## config.mk

```make
export PLATFORM = sky130hd
export DESIGN_NAME = tmr8_dual
export DESIGN_NICKNAME = d
export VERILOG_FILES = /design/src/rtl/tmr8_pkg.sv /design/src/rtl/tmr8_prescale.sv /design/src/rtl/tmr8_edge_sync.sv /design/src/rtl/tmr8_byte.sv /design/src/rtl/tmr8_flag.sv /design/src/rtl/tmr8_dual.sv
export SDC_FILE = /design/constraint.sdc
export NUM_CORES = 1
export LEC_CHECK = 0
export BUFFER_PORTS_ARGS = -buffer_cell sky130_fd_sc_hd__buf_2
export CAP_MARGIN = 10
export CORE_MARGIN = 4
export CORE_UTILIZATION = 47
export CTS_BUF_LIST = sky130_fd_sc_hd__clkbuf_4 sky130_fd_sc_hd__clkbuf_8
export DETAILED_ROUTE_END_ITERATION = 16
export PLACE_DENSITY = 0.87
export SLEW_MARGIN = 20
export SYNTH_ARGS = -nofsm -noshare
export SYNTH_HDL_FRONTEND = slang
export SYNTH_SLANG_ARGS = --single-unit
```

## constraint.sdc

```tcl
create_clock -name clk -period 1.7 [get_ports clk]
set_input_delay 0.085 -clock clk [delete_from_list [all_inputs] [get_ports clk]]
set_output_delay 0.085 -clock clk [all_outputs]
set_load 0.05 [all_outputs]
```

## src/rtl/tmr8_pkg.sv

```systemverilog
package tmr8_pkg;

    typedef enum logic {
        MODE_RELOAD = 1'b0,
        MODE_SPLIT  = 1'b1
    } tmr_mode_e;

    typedef enum logic {
        SRC_CLOCK = 1'b0,
        SRC_PIN   = 1'b1
    } tmr_src_e;

    typedef struct packed {
        tmr_mode_e mode;
        tmr_src_e  src;
        logic      gate_en;
        logic      run_a;
        logic      run_b;
    } tmr_ctrl_t;

    // Run qualification shared by the low byte in both modes
    function automatic logic gate_open(input logic run, input logic gate_en,
                                       input logic gate_pin);
        return run && (!gate_en || gate_pin);
    endfunction

endpackage

```

## src/rtl/tmr8_prescale.sv

```systemverilog
// Free-running modulo-DIV counter; tick is high for one cycle in DIV
module tmr8_prescale #(
    parameter int unsigned DIV = 6
) (
    input  logic clk,
    input  logic rst,
    output logic tick
);
    localparam int unsigned CW = (DIV > 1) ? $clog2(DIV) : 1;
    localparam logic [CW-1:0] LAST = CW'(DIV - 1);

    logic [CW-1:0] phase;

    assign tick = (phase == LAST);

    always_ff @(posedge clk) begin
        if (rst)       phase <= '0;
        else if (tick) phase <= '0;
        else           phase <= phase + 1'b1;
    end
endmodule

```

## src/rtl/tmr8_edge_sync.sv

```systemverilog
// STAGES-flop synchronizer plus one history flop; fall marks a 1-to-0 step
module tmr8_edge_sync #(
    parameter int unsigned STAGES = 2
) (
    input  logic clk,
    input  logic rst,
    input  logic pin,
    output logic fall
);
    logic [STAGES:0] chain;

    assign fall = chain[STAGES] & ~chain[STAGES-1];

    always_ff @(posedge clk) begin
        if (rst) chain <= '0;
        else     chain <= {chain[STAGES-1:0], pin};
    end
endmodule

```

## src/rtl/tmr8_byte.sv

```systemverilog
// One count byte: CPU write first, then count with wrap/reload
module tmr8_byte #(
    parameter int unsigned W = 8
) (
    input  logic         clk,
    input  logic         rst,
    input  logic         wr,
    input  logic [W-1:0] wr_data,
    input  logic         inc,
    input  logic [W-1:0] wrap_val,
    output logic [W-1:0] q,
    output logic         ovf
);
    logic at_top;

    assign at_top = (q == '1);
    assign ovf    = inc && !wr && at_top;

    always_ff @(posedge clk) begin
        if (rst)         q <= '0;
        else if (wr)     q <= wr_data;
        else if (inc)    q <= at_top ? wrap_val : q + 1'b1;
    end
endmodule

```

## src/rtl/tmr8_flag.sv

```systemverilog
// Sticky overflow flag; a set in the clearing cycle wins
module tmr8_flag (
    input  logic clk,
    input  logic rst,
    input  logic set,
    input  logic clr,
    output logic q
);
    always_ff @(posedge clk) begin
        if (rst) q <= 1'b0;
        else     q <= set | (q & ~clr);
    end
endmodule

```

## src/rtl/tmr8_dual.sv

```systemverilog
module tmr8_dual
    import tmr8_pkg::*;
#(
    parameter int unsigned W    = 8,
    parameter int unsigned DIV  = 6,
    parameter int unsigned SYNC = 2
) (
    input  logic         clk,
    input  logic         rst,
    input  logic         split_mode,
    input  logic         src_pin,
    input  logic         gate_en,
    input  logic         run_a,
    input  logic         run_b,
    input  logic         cnt_pin,
    input  logic         gate_pin,
    input  logic         wr_en,
    input  logic         wr_high,
    input  logic [W-1:0] wr_data,
    input  logic [1:0]   flag_clr,
    input  logic [1:0]   irq_ack,
    output logic [W-1:0] low_q,
    output logic [W-1:0] high_q,
    output logic [1:0]   ovf_flag
);
    localparam int unsigned NFLAG = 2;

    tmr_ctrl_t        ctl;
    logic             tick;
    logic             pin_fall;
    logic             lo_inc;
    logic             hi_inc;
    logic             lo_ovf;
    logic             hi_ovf;
    logic             wr_lo;
    logic             wr_hi;
    logic [W-1:0]     lo_wrap;
    logic [NFLAG-1:0] flag_set;
    logic [NFLAG-1:0] flag_kill;

    always_comb begin
        ctl.mode    = split_mode ? MODE_SPLIT : MODE_RELOAD;
        ctl.src     = src_pin ? SRC_PIN : SRC_CLOCK;
        ctl.gate_en = gate_en;
        ctl.run_a   = run_a;
        ctl.run_b   = run_b;
    end

    tmr8_prescale #(.DIV(DIV)) u_pre (
        .clk  (clk),
        .rst  (rst),
        .tick (tick)
    );

    tmr8_edge_sync #(.STAGES(SYNC)) u_sync (
        .clk  (clk),
        .rst  (rst),
        .pin  (cnt_pin),
        .fall (pin_fall)
    );

    // low byte source and qualification; R8: high byte in split mode
    always_comb begin
        lo_inc  = gate_open(ctl.run_a, ctl.gate_en, gate_pin)
                  && ((ctl.src == SRC_PIN) ? pin_fall : tick);
        hi_inc  = (ctl.mode == MODE_SPLIT) && ctl.run_b && tick;
        lo_wrap = (ctl.mode == MODE_SPLIT) ? '0 : high_q;   // reload source
        wr_lo   = wr_en && !wr_high;
        wr_hi   = wr_en && wr_high;
    end

    tmr8_byte #(.W(W)) u_lo (
        .clk      (clk),
        .rst      (rst),
        .wr       (wr_lo),
        .wr_data  (wr_data),
        .inc      (lo_inc),
        .wrap_val (lo_wrap),
        .q        (low_q),
        .ovf      (lo_ovf)
    );

    tmr8_byte #(.W(W)) u_hi (
        .clk      (clk),
        .rst      (rst),
        .wr       (wr_hi),
        .wr_data  (wr_data),
        .inc      (hi_inc),
        .wrap_val ('0),
        .q        (high_q),
        .ovf      (hi_ovf)
    );

    assign flag_set  = {hi_ovf, lo_ovf};
    assign flag_kill = flag_clr | irq_ack;

    generate
        for (genvar i = 0; i < NFLAG; i++) begin : g_flag
            tmr8_flag u_flag (
                .clk (clk),
                .rst (rst),
                .set (flag_set[i]),
                .clr (flag_kill[i]),
                .q   (ovf_flag[i])
            );
        end
    endgenerate
endmodule

```

==> metrics, run 1 <==
status=complete, no violations; IO Count=41; routed vias/inst=5.86; synthesized flop and latch total=24; Critical Path End Type=register; gr usage total=20.6%; cells after synthesis=161; Area growth syn-to-layout=28.6%; Total Nets Final=238; Clock transition at path regs=140 ps; Rows=18; CP required=1960 ps; Peak VDD IR=0.000524 V; later-pin clock latency in the skew report=310 ps; DRT Pass-1 Iters=5; final cell count without fillers=240; Tcrit/Tclk final=96.2%; max_slew headroom=72.8%; H-tree Lvls=1; final hold viol count=0; EDFF count, synth=0; Port Buffers=40; critical path fanouts, max=13; CTS tree=done; initial antenna violation count=0; Syn Nets=188; clock skew=4.56 ps; final core utilization=65.7%; HP Class=input port to register; Tmin final=1630 ps; Clock Tree Buf Depth=2; Max Freq=612 MHz; clock root cell=clkbuf_4; core area=2590 um^2; predominant post-synthesis flop cell=dfxtp_1; Starting DRT DRC Count=61; Final ANT Viol Nets=0; largest net degree at the start of global routing=20; leak pwr=0.727 nW; cts bufs inserted=3; DRT met1 WL=1590 um; Syn Std Cell Area=1320 um^2; Synth Warn #=0; # fillers=231; sequential area share after synthesis=36.3%; share of cells above drive strength 1=31.4%; Die ar.=3730 um^2; DR top layer=met4; initial core utilization=51.1%; Final Max Slew Viols=0; met3 WL post-DR=286 um; GP Congestion=0.889; Worst-Margin Slew=408 ps; die height=61.0 um; DRT Wirelength=3730 um; metal2 WL=1820 um; total setup buffers inserted after CTS=0; Detailed Place HPWL=2700 um; n_diodes=0; power density cells=762 nW/um^2; via count=1406; setup_tns=0 ps; # setup viols final=0; critical path startpoint category=register; post-route worst setup slack=65.2 ps; pre-CTS setup slack=24.6 ps; Worst Path Arrival=1900 ps; wire per inst=15.6 um; Die W=61.0 um; Crit Path Category=register to register; DRC=0; first-pass GRT wire length=5710 um; post-synthesis async set-or-reset flop share=0%; total global routing overflow=0; number of global-route vias before repair=1238; clk sink count=24; final hold slack=13.5 ps; post-synth cell types=40; RSZ-0062 raised after global routing=true; Syn Area/Cell=8.21 um^2; Max Cap Viol=0; DP Cell Count=234
[what timing repair did]
item / in CTS / in global routing
hold buffers: 1 / 1
hold endpoints to repair: 1 / 1
gates resized for setup: 1 / 5
pin swaps: 0 / 1
endpoints found under the setup margin: 1 / 4
[synth_stat cells, types with 3 or more instances]
cell type / n / share of area, %
a211oi_1: 6 / 3.4
a21oi_1: 8 / 3.0
a31oi_1: 4 / 1.9
and3_1: 3 / 1.4
buf_4: 3 / 1.7
clkbuf_1: 3 / 0.85
dfxtp_1: 24 / 36
ha_1: 4 / 3.8
inv_1: 3 / 0.85
nand2_1: 18 / 5.1
nand2b_1: 3 / 1.4
nand3_1: 11 / 4.2
nand4_1: 9 / 4.3
nor2_1: 16 / 4.5
nor2b_1: 6 / 2.8
o21ai_0: 6 / 2.3
xnor2_1: 3 / 2.0
xor2_1: 5 / 3.3
[per-stage QoR]
step / total power, mW / cell area, um^2
global route: 1.35 / 1700
finish: 1.30 / 1700
CTS: 1.29 / 1670
global placement: 0.875 / 1600
floorplan: 0.785 / 1330
detailed placement: 0.882 / 1600
[state kept, by name, summed over array words and instances (netlist names)]
register         flops
u_hi.q               8
u_lo.q               8
u_pre.phase          3
u_sync.chain         3
g_flag.u_flag.q      2
[critical path, stage by stage, from the launching register on]
cell     delay, ps
dfxtp_1        340
inv_1           60
ha_1           160
and3b_1        210
o221a_4        270
a41oi_1        140
a211o_1        300
a21oi_2        120
[layout make-up]
cell class	instances	area (um^2)	share of cell area (%)
inverters	3	11.3	0.662
multi-input cells	128	825	48.5
flip-flops and latches	24	487	28.6
clock inverters	1	30.0	1.77
well taps	30	37.5	2.21
repair buffers	51	288	16.9
clock buffers	3	22.5	1.32
[cells in the final DEF (no fill, tap or decap), types with 3 or more instances in the layout]
| master | count |
|---|---|
| nand2_1 | 18 |
| dfxtp_2 | 5 |
| a211oi_1 | 6 |
| ha_1 | 4 |
| o21ai_0 | 6 |
| nand4_1 | 9 |
| dfxtp_1 | 19 |
| nand3_1 | 10 |
| xor2_1 | 5 |
| nor2_1 | 15 |
| inv_1 | 3 |
| nor2b_1 | 6 |
| buf_2 | 40 |
| xnor2_1 | 3 |
| clkbuf_4 | 3 |
| a31oi_1 | 4 |
| and3_1 | 3 |
| a21oi_1 | 8 |
| buf_4 | 9 |
| nand2b_1 | 3 |
[where the power goes]
group          internal, mW  leakage (nW)  switching (mW)
sequential            0.593         0.199          0.0310
combinational        0.0907         0.501           0.166
clock                 0.238        0.0279           0.177
[path summary, 6_finish.rpt]
path	startpoint	endpoint	slack, ps	depth (start not counted)
max	u_pre.phase[1]	u_lo.q[6]	70	7
min	irq_ack[1]	g_flag[1].u_flag.q	10	4
max reg2reg	u_pre.phase[1]	u_lo.q[6]	70	7
min reg2reg	u_pre.phase[0]	u_pre.phase[0]	450	1
[layer usage]
metal / vias up / GRT usage (%)
met5: - / 0
met4: 0 / 6.50
met1: 648 / 27.2
met2: 57 / 33.8
li1: 697 / -
met3: 4 / 4.19
[logic make-up (layout without fill, tap and decap cells)]
logic type	Yosys count	after routing	share of synthesized area, %
buf+inv	9	58	3.41
flops	24	24	36.3
compound gates	40	40	21.3
simple gates	74	74	28.4
xor+xnor	8	8	5.30
fa+ha+maj	4	4	3.78
mux	2	2	1.51
Power figures use the tool's default switching activity.
==> run 2: changes to the inputs <==
Settings changed: BUFFER_PORTS_ARGS -buffer_cell sky130_fd_sc_hd__buf_2 to unset, CORE_UTILIZATION 47 to 50, DONT_BUFFER_PORTS set to 1, PLACE_DENSITY 0.87 to 0.78, RECOVER_POWER set to 25.
==> metrics, run 2 (synthesized netlist as in run 1, its figures left out) <==
status=complete, no violations (unchanged); clock root cell=clkbuf_4 (unchanged); core area=2500 um^2 (was 2590 um^2); Hold EP=g_flag[0].u_flag.q (was g_flag[1].u_flag.q); IO Count=41 (unchanged); critical path startpoint category=register (unchanged); DRT Wirelength=3960 um (was 3730 um); Worst Path Arrival=1910 ps (was 1900 ps); n_diodes=0 (unchanged); final hold slack=3.28 ps (was 13.5 ps); largest net degree at the start of global routing=17 (was 20); Clock Tree Buf Depth=2 (unchanged); GP Congestion=0.914 (was 0.889); Tcrit/Tclk final=96.3% (was 96.2%); Die ar.=3530 um^2 (was 3730 um^2); Clock transition at path regs=150 ps (was 140 ps); R2R cell count=7 (unchanged); r2r setup slk=60 ps (was 70 ps); Worst path max stage delay=350 ps (was 340 ps); DRT Pass-1 Iters=4 (was 5); H-tree Lvls=1 (unchanged); Area growth syn-to-layout=28.6% (unchanged); Worst-Margin Slew=796 ps (was 408 ps); r2r startpoint=u_pre.phase[1] (unchanged); power density cells=766 nW/um^2 (was 762 nW/um^2); max_slew headroom=46.9% (was 72.8%); cts bufs inserted=3 (unchanged); number of global-route vias before repair=1351 (was 1238); most frequent cells in the layout=20 x buf_4, 18 x nand2_1, 18 x dfxtp_1 (was 40 x buf_2, 19 x dfxtp_1, 18 x nand2_1); cells along the critical path=inv_1 > ha_1 > and3b_1 > o221a_4 > a41oi_1 > a211o_1 > a21oi_2 (unchanged); later-pin clock latency in the skew report=330 ps (was 310 ps); first-pass GRT wire length=6390 um (was 5710 um); post-route worst setup slack=62.3 ps (was 65.2 ps); Die W=59.4 um (was 61.0 um); Starting DRT DRC Count=104 (was 61); total global routing overflow=0 (unchanged); worst hold path depth=3 (was 4); wire per inst=17.5 um (was 15.6 um); CP required=1980 ps (was 1960 ps); Regs by FF count=u_hi.q x8, u_lo.q x8 (unchanged); final cell count without fillers=226 (was 240); clk sink count=24 (unchanged); die height=59.4 um (was 61.0 um); final core utilization=68.0% (was 65.7%); Slowest-stage cell, CP=dfxtp_2 (was dfxtp_1); via count=1398 (was 1406); Critical Path End Type=register (unchanged); Hold Startpoint=flag_clr[0] (was irq_ack[1]); Tmin final=1640 ps (was 1630 ps); Detailed Place HPWL=2740 um (was 2700 um); post-route cell area=1700 um^2 (unchanged); commonest non-fill, non-tap cell in the layout=buf_4 (was buf_2); critical path fanouts, max=12 (was 13); gr usage total=23.9% (was 20.6%); CTS tree=done (unchanged); final hold viol count=0 (unchanged); Crit Path Category=register to register (unchanged); clock skew=11.4 ps (was 4.56 ps); routed vias/inst=6.19 (was 5.86); HP Class=input port to register (unchanged); initial core utilization=52.9% (was 51.1%); Final Max Slew Viols=0 (unchanged); FF-to-FF End=u_lo.q[6] (unchanged); pre-CTS setup slack=40.0 ps (was 24.6 ps); Rows=18 (unchanged); DP Cell Count=207 (was 234); Max Freq=611 MHz (was 612 MHz); Peak VDD IR=0.000695 V (was 0.000524 V); DRC=0 (unchanged); leak pwr=0.665 nW (was 0.727 nW); dpl cell area=1500 um^2 (was 1600 um^2); Total Nets Final=224 (was 238); share of cells above drive strength 1=18.4% (was 31.4%); initial antenna violation count=0 (unchanged); Port Buffers=0 (was 40); Final ANT Viol Nets=0 (unchanged); # setup viols final=0 (unchanged); Max Cap Viol=0 (unchanged)
-- run 2: timing repair --
| action | in CTS | in global routing |
|---|---|---|
| hold buffers | 14 | 0 |
| hold endpoints to repair | 24 | 0 |
| resized for setup | 0 | 5 |
| buffers inserted | 0 | 1 |
| endpoints found under the setup margin | 0 | 5 |
-- run 2: worst max-delay path by stage --
stage | slack [ps] | from | to | cells after the start
2_1_floorplan | 20 | u_lo.q[3] | u_lo.q[1] | 5
3_3_place_gp | 90 | u_pre.phase[0] | u_lo.q[6] | 6
3_5_place_dp | 40 | u_pre.phase[0] | u_lo.q[6] | 6
4_1_cts | 0.3 | u_pre.phase[0] | u_lo.q[6] | 6
5_1_grt | -9 | u_pre.phase[1] | u_lo.q[6] | 7
6_report | 60 | u_pre.phase[1] | u_lo.q[6] | 7
-- run 2: through the flow --
stage	setup TNS, ps	power, mW
after global routing	-9.00	1.35
after floorplan	0	0.785
after CTS	0	1.30
after global placement	0	0.838
after detailed placement	0	0.844
final	0	1.30
-- run 2: layout make-up --
type | instances | area [um^2]
multi-input cells | 128 | 810
flip-flops and latches | 24 | 488
well taps | 30 | 37.5
fillers | 193 | 800
clock buffers | 3 | 22.5
inverters | 3 | 11.3
repair buffers | 37 | 302
clock inverters | 1 | 30.0
-- run 2: power by group --
| part | internal (mW) | switching [mW] | leakage [nW] |
|---|---|---|---|
| Combinational | 0.0936 | 0.156 | 0.439 |
| Clock | 0.239 | 0.191 | 0.0279 |
| Sequential | 0.594 | 0.0285 | 0.199 |
-- run 2: routing by layer --
metal / global-route usage, % / part of all wire [%] / vias up
li1: - / - / 668
met1: 29.5 / 42 / 666
met2: 38.8 / 48 / 59
met3: 5.23 / 8.7 / 5
met4: 11.7 / 1.1 / 0
met5: 0 / 0 / -
-- run 2: critical path: cells and delay by family (launching register included) --
kind,cells,cell delay (ps)
compound gates,4,840
fa+ha+maj,1,140
buf+inv,1,50
flops,1,350
simple gates,1,210
==> run 3: changes to the inputs <==
Settings changed: PLACE_DENSITY 0.78 to 0.75.
Clock period 1.7 ns to 1.6 ns, I/O delays scaled along.
==> metrics, run 3 (synthesized netlist as in run 1, its figures left out) <==
status=finished with violations (was complete, no violations); failing checks=negative setup slack; gr usage total=24.2% (was 23.9%); leak pwr=0.687 nW (was 0.665 nW); Port Buffers=0 (unchanged); final core utilization=71.3% (was 68.0%); n_diodes=0 (unchanged); DR top layer=met4 (unchanged); post-route worst setup slack=-18.9 ps (was 62.3 ps); first-pass GRT wire length=6440 um (was 6390 um); DRC=0 (unchanged); Critical Path End Type=register (unchanged); Crit Path Category=register to register (unchanged); die height=59.4 um (unchanged); Tmin final=1620 ps (was 1640 ps); HP Class=input port to register (unchanged); Rows=18 (unchanged); Die W=59.4 um (unchanged); Final ANT Viol Nets=0 (unchanged); clk sink count=24 (unchanged); IO Count=41 (unchanged); routed vias/inst=6.43 (was 6.19); post-route cell area=1780 um^2 (was 1700 um^2); GP Congestion=0.946 (was 0.914); number of global-route vias before repair=1425 (was 1351); critical path startpoint category=register (unchanged); wire per inst=18.8 um (was 17.5 um); H-tree Lvls=1 (unchanged); Clock transition at path regs=130 ps (was 150 ps); share of cells above drive strength 1=29.1% (was 18.4%); initial core utilization=52.9% (unchanged); later-pin clock latency in the skew report=330 ps (about the same); max_slew headroom=42.5% (was 46.9%); final hold viol count=0 (unchanged); CP required=1800 ps (was 1980 ps); Worst-Margin Slew=860 ps (was 796 ps); via count=1498 (was 1398); Tcrit/Tclk final=101% (was 96.3%); initial antenna violation count=0 (unchanged); met3 WL post-DR=452 um (was 346 um); Detailed Place HPWL=2780 um (was 2740 um); DRT Wirelength=4390 um (was 3960 um); Area growth syn-to-layout=34.8% (was 28.6%); clock skew=3.77 ps (was 11.4 ps); Clock Tree Buf Depth=2 (unchanged); Final Max Slew Viols=0 (unchanged); Peak VDD IR=0.000563 V (was 0.000695 V); clock root cell=clkbuf_4 (unchanged); Max Cap Viol=0 (unchanged); Die ar.=3530 um^2 (unchanged); power density cells=719 nW/um^2 (was 766 nW/um^2); Regs by FF count=u_hi.q x8, u_lo.q x8 (unchanged); metal2 WL=2080 um (was 1890 um); Max Freq=618 MHz (was 611 MHz); dpl cell area=1550 um^2 (was 1500 um^2); most frequent cells in the layout=23 x buf_4, 18 x nand2_1, 15 x nor2_1 (was 20 x buf_4, 18 x nand2_1, 18 x dfxtp_1); Total Nets Final=231 (was 224); DRT Pass-1 Iters=4 (unchanged); RSZ-0062 raised after global routing=true; largest net degree at the start of global routing=22 (was 17); critical path fanouts, max=6 (was 12); total global routing overflow=0 (unchanged); Starting DRT DRC Count=205 (was 104); CTS tree=done (unchanged); DRT met1 WL=1780 um (was 1670 um); # setup viols final=1 (was 0); core area=2500 um^2 (unchanged); Worst Path Arrival=1810 ps (was 1910 ps); commonest non-fill, non-tap cell in the layout=buf_4 (unchanged); cts bufs inserted=3 (unchanged)
## run 3: critical path: stages, from the launching register on
cell and delay [ps]:
dfxtp_2 360, inv_2 40, ha_4 140, and3b_2 220, o221a_4 260, buf_6 130
a32oi_2 240, nor2_1 80
## run 3: cell type report
class | instances | area (um^2)
multi-input combinational | 129 | 870
fill | 201 | 717
sequential | 24 | 495
timing repair buffer | 43 | 333
tap | 30 | 37.5
clock buffer | 4 | 36.3
inverter | 3 | 11.3
## run 3: repair_timing
item                                   4_1_cts  5_1_grt
pin swaps                                    2        5
setup endpoints to repair                    4       15
gates cloned                                 1        0
endpoints found under the hold margin       24        0
hold buffers                                12        0
buffers inserted                             1        2
resized for setup                            3       13
## run 3: final timing paths
path                    from            endpoint  slack, ps  cells past startpoint
max           u_pre.phase[1]  g_flag[0].u_flag.q        -20                      7
min               split_mode           u_lo.q[1]         60                      3
max reg2reg   u_pre.phase[1]  g_flag[0].u_flag.q        -20                      7
min reg2reg  u_sync.chain[0]     u_sync.chain[1]        470                      1
## run 3: power by group
| part | internal [mW] | switching (mW) |
|---|---|---|
| clock | 0.140 | 0.195 |
| sequential | 0.633 | 0.0278 |
| combinational | 0.106 | 0.180 |
## run 3: metrics by stage
stage / TNS, ps / hold slack [ps] / worst slack [ps] / total power, mW / instances
final: -18.9 / 57.6 / -18.9 / 1.28 / 233
after global routing: -316 / 67.8 / -84.9 / 1.34 / 233
after CTS: 0 / 44.7 / 1.99 / 1.27 / 231
after detailed placement: -59.9 / 143 / -59.9 / 0.908 / 213
after global placement: 0 / 139 / 13.4 / 0.900 / 213
after floorplan: -6.58 / 189 / -6.58 / 0.837 / 161
## run 3: per-layer routing
metal / global-route usage, % / up-vias
li1: - / 685
met1: 30.4 / 717
met2: 37.6 / 88
met4: 11.3 / 0
met5: 0 / -
met3: 7.19 / 8
